## config.mk

```make
export PLATFORM = sky130hd
export DESIGN_NAME = met_tracker
export DESIGN_NICKNAME = d
export VERILOG_FILES = /design/src/rtl/met_pkg.sv /design/src/rtl/met_osc.sv /design/src/rtl/met_rpt_seq.sv /design/src/rtl/met_tracker.sv
export SDC_FILE = /design/constraint.sdc
export NUM_CORES = 2
export LEC_CHECK = 0
export BUFFER_PORTS_ARGS = -buffer_cell sky130_fd_sc_hd__buf_2
export CORE_MARGIN = 2
export CORE_UTILIZATION = 55
export DETAILED_ROUTE_END_ITERATION = 8
export GPL_ROUTABILITY_DRIVEN = 0
export PLACE_DENSITY = 0.83
export SYNTH_ARGS = -nofsm -noshare
export SYNTH_HDL_FRONTEND = slang
export SYNTH_SLANG_ARGS = --single-unit
```

## constraint.sdc

```tcl
create_clock -name clk -period 13 [get_ports clk]
set_input_delay 1.3 -clock clk [delete_from_list [all_inputs] [get_ports clk]]
set_output_delay 1.3 -clock clk [all_outputs]
set_load 0.03 [all_outputs]
```

## src/rtl/met_pkg.sv

```systemverilog
package met_pkg;
    typedef enum logic [0:0] {
        S_IDLE = 1'b0,
        S_SEND = 1'b1
    } rpt_state_t;
endpackage

```

## src/rtl/met_osc.sv

```systemverilog
module met_osc #(
    parameter int PHASE_W  = 16,
    parameter int CONF_W   = 8,
    parameter int GAIN_SH  = 8,
    parameter int RST_STEP = 1024
) (
    input  logic               clk,
    input  logic               rst_n,
    input  logic               tick_i,
    input  logic               fire_i,
    input  logic [CONF_W-1:0]  conf_i,
    input  logic               wr_i,
    input  logic [PHASE_W-1:0] wr_step_i,
    output logic               tick_o,
    output logic [PHASE_W-1:0] err_o
);
    localparam int PROD_W = PHASE_W + CONF_W + 1;

    logic [PHASE_W-1:0] phase_q, step_q, pend_q;
    logic               pend_v_q;
    logic signed [PROD_W-1:0] err_ext, conf_ext, prod, scaled;
    logic [PHASE_W-1:0] base;
    logic [PHASE_W:0]   sum;
    logic               wrap;

    always_comb begin
        err_ext  = PROD_W'($signed(phase_q));
        conf_ext = PROD_W'($signed({1'b0, conf_i}));
        prod     = err_ext * conf_ext;
        scaled   = prod >>> GAIN_SH;
        base     = fire_i ? (phase_q - scaled[PHASE_W-1:0]) : phase_q;
        sum      = {1'b0, base} + (tick_i ? {1'b0, step_q} : '0);
        wrap     = tick_i & sum[PHASE_W];
    end

    always_ff @(posedge clk or negedge rst_n) begin
        if (!rst_n) begin
            phase_q  <= '0;
            step_q   <= PHASE_W'(RST_STEP);
            pend_q   <= '0;
            pend_v_q <= 1'b0;
            tick_o   <= 1'b0;
            err_o    <= '0;
        end else begin
            phase_q <= sum[PHASE_W-1:0];
            tick_o  <= wrap;
            if (fire_i)
                err_o <= phase_q;
            if (wrap && pend_v_q)
                step_q <= pend_q;
            if (wr_i) begin
                pend_q   <= wr_step_i;
                pend_v_q <= 1'b1;
            end else if (wrap) begin
                pend_v_q <= 1'b0;
            end
        end
    end
endmodule

```

## src/rtl/met_rpt_seq.sv

```systemverilog
module met_rpt_seq
    import met_pkg::*;
#(
    parameter int NUM_MET = 4,
    parameter int CONF_W  = 8,
    parameter int IDX_W   = 2
) (
    input  logic              clk,
    input  logic              rst_n,
    input  logic              beat_valid_i,
    input  logic [CONF_W-1:0] beat_conf_i,
    output logic              fire_o,
    output logic [CONF_W-1:0] fire_conf_o,
    output logic              rep_valid_o,
    output logic [IDX_W-1:0]  rep_idx_o
);
    localparam logic [IDX_W-1:0] LAST_IDX = IDX_W'(NUM_MET - 1);

    rpt_state_t        state_q, state_d;
    logic [IDX_W-1:0]  idx_q;
    logic              held_q;
    logic [CONF_W-1:0] held_conf_q;

    always_comb begin
        fire_o      = (state_q == S_IDLE) && (held_q || beat_valid_i);
        fire_conf_o = held_q ? held_conf_q : beat_conf_i;
        state_d     = state_q;
        unique case (state_q)
            S_IDLE: if (fire_o) state_d = S_SEND;
            S_SEND: if (idx_q == LAST_IDX) state_d = S_IDLE;
            default: state_d = S_IDLE;
        endcase
    end

    always_ff @(posedge clk or negedge rst_n) begin
        if (!rst_n) begin
            state_q     <= S_IDLE;
            idx_q       <= '0;
            held_q      <= 1'b0;
            held_conf_q <= '0;
        end else begin
            state_q <= state_d;
            if (fire_o)
                idx_q <= '0;
            else if (state_q == S_SEND)
                idx_q <= idx_q + 1'b1;
            if (state_q == S_SEND || held_q) begin
                if (beat_valid_i) begin
                    held_q      <= 1'b1;
                    held_conf_q <= beat_conf_i;
                end else if (state_q == S_IDLE) begin
                    held_q <= 1'b0;
                end
            end
        end
    end

    always_comb begin
        rep_valid_o = (state_q == S_SEND);
        rep_idx_o   = idx_q;
    end
endmodule

```

## src/rtl/met_tracker.sv

```systemverilog
module met_tracker #(
    parameter int NUM_MET   = 4,
    parameter int PHASE_W   = 16,
    parameter int CONF_W    = 8,
    parameter int GAIN_SH   = 8,
    parameter int STEP_BASE = 1024,
    parameter int STEP_INC  = 256,
    parameter int IDX_W     = (NUM_MET > 1) ? $clog2(NUM_MET) : 1
) (
    input  logic               clk,
    input  logic               rst_n,
    input  logic               sample_tick_i,
    input  logic               beat_valid_i,
    input  logic [CONF_W-1:0]  beat_conf_i,
    input  logic               tempo_wr_i,
    input  logic [IDX_W-1:0]   tempo_idx_i,
    input  logic [PHASE_W-1:0] tempo_step_i,
    output logic [NUM_MET-1:0] met_tick_o,
    output logic               rep_valid_o,
    output logic [IDX_W-1:0]   rep_idx_o,
    output logic [PHASE_W-1:0] rep_err_o
);
    logic              fire_w;
    logic [CONF_W-1:0] fire_conf_w;
    logic [PHASE_W-1:0] err_arr [NUM_MET];

    met_rpt_seq #(
        .NUM_MET(NUM_MET), .CONF_W(CONF_W), .IDX_W(IDX_W)
    ) u_seq (
        .clk(clk), .rst_n(rst_n),
        .beat_valid_i(beat_valid_i), .beat_conf_i(beat_conf_i),
        .fire_o(fire_w), .fire_conf_o(fire_conf_w),
        .rep_valid_o(rep_valid_o), .rep_idx_o(rep_idx_o)
    );

    for (genvar g = 0; g < NUM_MET; g++) begin : g_osc
        met_osc #(
            .PHASE_W(PHASE_W), .CONF_W(CONF_W), .GAIN_SH(GAIN_SH),
            .RST_STEP(STEP_BASE + g * STEP_INC)
        ) u_osc (
            .clk(clk), .rst_n(rst_n),
            .tick_i(sample_tick_i),
            .fire_i(fire_w), .conf_i(fire_conf_w),
            .wr_i(tempo_wr_i && (tempo_idx_i == IDX_W'(g))),
            .wr_step_i(tempo_step_i),
            .tick_o(met_tick_o[g]),
            .err_o(err_arr[g])
        );
    end

    assign rep_err_o = err_arr[rep_idx_o];
endmodule

```

==> results.py <==
metrics = {
    "sta": {
        "setup_violations": 0,
        "worst_clock_skew_ns": 0.0173,
        "final-max-slew-violation-count": 0,
        "hold_viol_final": 0,
        "layout_worst_path_cycle_share": 0.805,
        "fin_setup_tns_ns": 0,
        "relSlewSlack": 0.300,
        "period_needed_ns": 10.46,
        "maxClockFrequency_mhz": 95.6,
        "pin_slew_with_the_least_headroom_to_its_limit_ns": 1.02,
        "setup_repair_after_global_routing_missed_its_margin": "no",
    },
    "clock_tree": {
        "clkTransAtPathRegs_ns": 0.06,
        "clock_latency_ns": 0.61,
        "cts.sink_count": 276,
        "clk_root_buffer_cell": "sky130_fd_sc_hd__clkbuf_16",
        "cts.path.max_buffers": 3,
        "cts_buffers": 31,
        "cts-htree-levels": 1,
        "ctsHoldBuffers": 0,
        "post_cts_buffers": 0,
        "cts_tree": "done",
        "cts_resized": 0,
    },
    "final_layout": {
        "design.final.nets": 4212,
        "postLayoutCellArea_um2": 34800,
        "layout.cells.most_common_list": "561 x sky130_fd_sc_hd__inv_1, 538 x sky130_fd_sc_hd__nand2_1, 404 x sky130_fd_sc_hd__fa_1",
        "num-fill-cells": 4798,
        "area_growth_syn_to_layout_pct": 5.53,
        "drive_gt1_frac": 0.0984,
        "most_common_cell_after_layout_fill_and_taps_aside": "sky130_fd_sc_hd__inv_1",
    },
    "logic_synthesis": {
        "synthFlopType": "sky130_fd_sc_hd__dfrtp_1",
        "synth-edff-count": 0,
        "largest_cells_by_area_after_synthesis": "sky130_fd_sc_hd__fa_1 24%, sky130_fd_sc_hd__dfrtp_1 20%, sky130_fd_sc_hd__ha_1 11%",
        "syn-num-nets": 4274,
        "yosys_warnings": 0,
        "syn_area_um2": 33000,
        "synth_cell_types": 79,
        "avgSynthCellArea_um2": 9.32,
        "synth.ff_latch_count": 276,
        "synth_async_sr_flop_share": 1.00,
        "post_synth_inst_count": 3542,
        "synth_largest_type_area_fraction": 0.245,
        "share_of_synthesized_area_occupied_by_flip_flops_and_latches": 0.209,
        "synth_area_leader_cell": "sky130_fd_sc_hd__fa_1",
    },
    "worst_setup_path": {
        "r2r_slack_ns": 2.54,
        "critical_path.reg2reg.endpoint": "g_osc[0].u_osc.step_q[0]$_DFFE_PN0P_",
        "critical_path_class": "flop to flop",
        "worstRegToRegCells": 37,
        "setup.worst_path.start_class": "flop",
        "crit_path_max_incr_delay_ns": 1.02,
        "worst_r2r_startpoint": "u_seq.held_q$_DFFE_PN0P_",
        "critical_path.endpoint_type": "flop",
        "critical_path_arrival_ns": 10.94,
        "slowest_stage": "sky130_fd_sc_hd__mux2_2",
        "crit_path_max_fo": 43,
        "critPathRequiredTime_ns": 13.48,
    },
    "worst_hold_path": {
        "min_path_cells": 2,
        "class_of_the_tightest_hold_or_removal_check": "flop to flop",
        "worst_hold_path.endpoint": "g_osc[2].u_osc.err_o[14]$_DFFE_PN0P_",
        "worst_hold_startpoint": "g_osc[2].u_osc.err_o[14]$_DFFE_PN0P_",
    },
    "floorplanning": {
        "total_number_of_placement_rows": 89,
        "placeableCoreArea_um2": 59100,
        "die_h_um": 249,
        "i_o_pin_count": 54,
        "dieArea_um2": 62000,
        "start_util": 0.558,
        "die_x_um": 249,
    },
    "detailed_routing": {
        "totalWireLength_mm": 76.6,
        "routedWlPerCell_um": 17.9,
        "number_of_vias_in_the_routed_layout": 23921,
        "detailedRoute.firstPassIterationCount": 6,
        "vias_per_cell": 5.59,
        "dr.first_iter.drc_count": 1592,
        "detail_route.drc_violations": 0,
        "detail-route-antenna-nets": 0,
    },
    "placed_design": {
        "dpl_cell_area_um2": 33700,
        "io_buffers": 53,
        "dp_hpwl_mm": 58.8,
    },
    "power": {
        "worst_ir_drop_vdd_mv": 0.107,
        "p_per_area_nw_per_um2": 69.5,
        "power_leakage_nw": 18.7,
        "p_total_w": 0.00242,
    },
    "grt": {
        "grt_first_pass_wirelength_mm": 129,
        "grtUsageTotal": 0.257,
        "grt_start_max_net_pins": 100,
        "grt_remaining_overflow": 0,
        "grt_pass1_vias": 25344,
        "antenna_found_initial": 5,
    },
    "job": {
        "cap_violations": 0,
    },
    "run_status": {
        "run_status": "finished clean",
    },
}
[report_power, final]
part	leakage [nW]	switching (W)	internal, W
Combinational	14.5	0.000396	0.000105
Clock	0.543	0.000399	0.000559
Sequential	3.64	0.0000543	0.000906
[Yosys cell counts (54+ instances only)]
cell type / count
sky130_fd_sc_hd__inv_1: 561
sky130_fd_sc_hd__nand2_1: 538
sky130_fd_sc_hd__fa_1: 404
sky130_fd_sc_hd__and2_1: 325
sky130_fd_sc_hd__ha_1: 297
sky130_fd_sc_hd__dfrtp_1: 268
sky130_fd_sc_hd__mux2_2: 145
sky130_fd_sc_hd__xnor2_1: 125
sky130_fd_sc_hd__clkbuf_1: 113
sky130_fd_sc_hd__a21oi_1: 104
sky130_fd_sc_hd__o21ai_0: 93
sky130_fd_sc_hd__nor2_1: 83
sky130_fd_sc_hd__xor2_1: 54
[area by class of cell]
| cell class | count | area [um2] | share of cell area |
|---|---|---|---|
| inverters | 561 | 2110 | 0.0604 |
| multi-input cells | 2539 | 23300 | 0.669 |
| well taps | 773 | 967 | 0.0278 |
| clock inverters | 25 | 322 | 0.00923 |
| repair buffers | 71 | 410 | 0.0118 |
| flip-flops and latches | 276 | 6920 | 0.199 |
| diodes | 1 | 2.50 | 0.0000718 |
| clock buffers | 33 | 803 | 0.0231 |
[worst max path at each step]
stage               slack, ns  cells after the start                startpoint                                    end
finish                   2.54                     37  u_seq.held_q$_DFFE_PN0P_   g_osc[0].u_osc.step_q[0]$_DFFE_PN0P_
global route             1.91                     36  u_seq.held_q$_DFFE_PN0P_   g_osc[2].u_osc.step_q[1]$_DFFE_PN0P_
CTS                      2.69                     34  u_seq.held_q$_DFFE_PN0P_   g_osc[2].u_osc.step_q[1]$_DFFE_PN0P_
detailed placement       2.38                     38            beat_conf_i[2]   g_osc[0].u_osc.step_q[4]$_DFFE_PN0P_
global placement         2.65                     38            beat_conf_i[2]   g_osc[0].u_osc.step_q[5]$_DFFE_PN0P_
floorplan                3.88                     39            beat_conf_i[0]  g_osc[0].u_osc.step_q[11]$_DFFE_PN0P_
[registers in the layout (all words and copies together), names as in the netlist]
register / count
u_seq.rep_valid_o: 1
g_osc.u_osc.pend_v_q: 4
u_seq.held_q: 1
g_osc.u_osc.pend_q: 64
u_seq.held_conf_q: 8
g_osc.u_osc.err_o: 64
g_osc.u_osc.phase_q: 64
u_seq.rep_idx_o: 2
g_osc.u_osc.step_q: 64
g_osc.u_osc.tick_o: 4
[logic make-up after synthesis]
| logic type | share of synthesized area |
|---|---|
| multiplexers | 0.0622 |
| adder cells (fa/ha/maj) | 0.358 |
| AO/OA/AOI/OAI | 0.0778 |
| AND/OR/NAND/NOR | 0.160 |
| flip-flops | 0.209 |
| buffers and inverters | 0.0851 |
| XOR/XNOR | 0.0475 |
[per-stage QoR]
step / util / std cells / setup slack, ns / hold WS, ns
finish: 0.589 / 4279 / 2.54 / 0.477
detailed placement: 0.570 / 4220 / 2.38 / 0.460
floorplan: - / 3542 / 3.88 / 0.440
global placement: 0.570 / 4220 / 2.65 / 0.455
CTS: 0.589 / 4278 / 2.69 / 0.475
global route: 0.589 / 4279 / 1.91 / 0.497
[worst max-delay path: cells and delay by family, from the launching register on]
family | cells | cell delay (ns)
AOI/OAI and AO/OA | 13 | 2.48
xor gates and xnor gates | 2 | 0.34
adders and majority gates | 8 | 3.01
buffers and inverters | 5 | 0.63
DFF | 1 | 0.93
muxes | 2 | 1.44
and+or+nand+nor | 7 | 1.47
[metal layers]
| metal | part of all wire | wire (um) | GRT usage | up-vias |
|---|---|---|---|---|
| met4 | 0.033 | 2520 | 0.0778 | 10 |
| li1 | - | - | - | 11051 |
| met2 | 0.46 | 35200 | 0.416 | 865 |
| met1 | 0.41 | 31500 | 0.342 | 11827 |
| met3 | 0.096 | 7330 | 0.0642 | 168 |
| met5 | 0.0011 | 83 | 0.00463 | - |
Note: power is estimated with default switching activity, not from simulation.
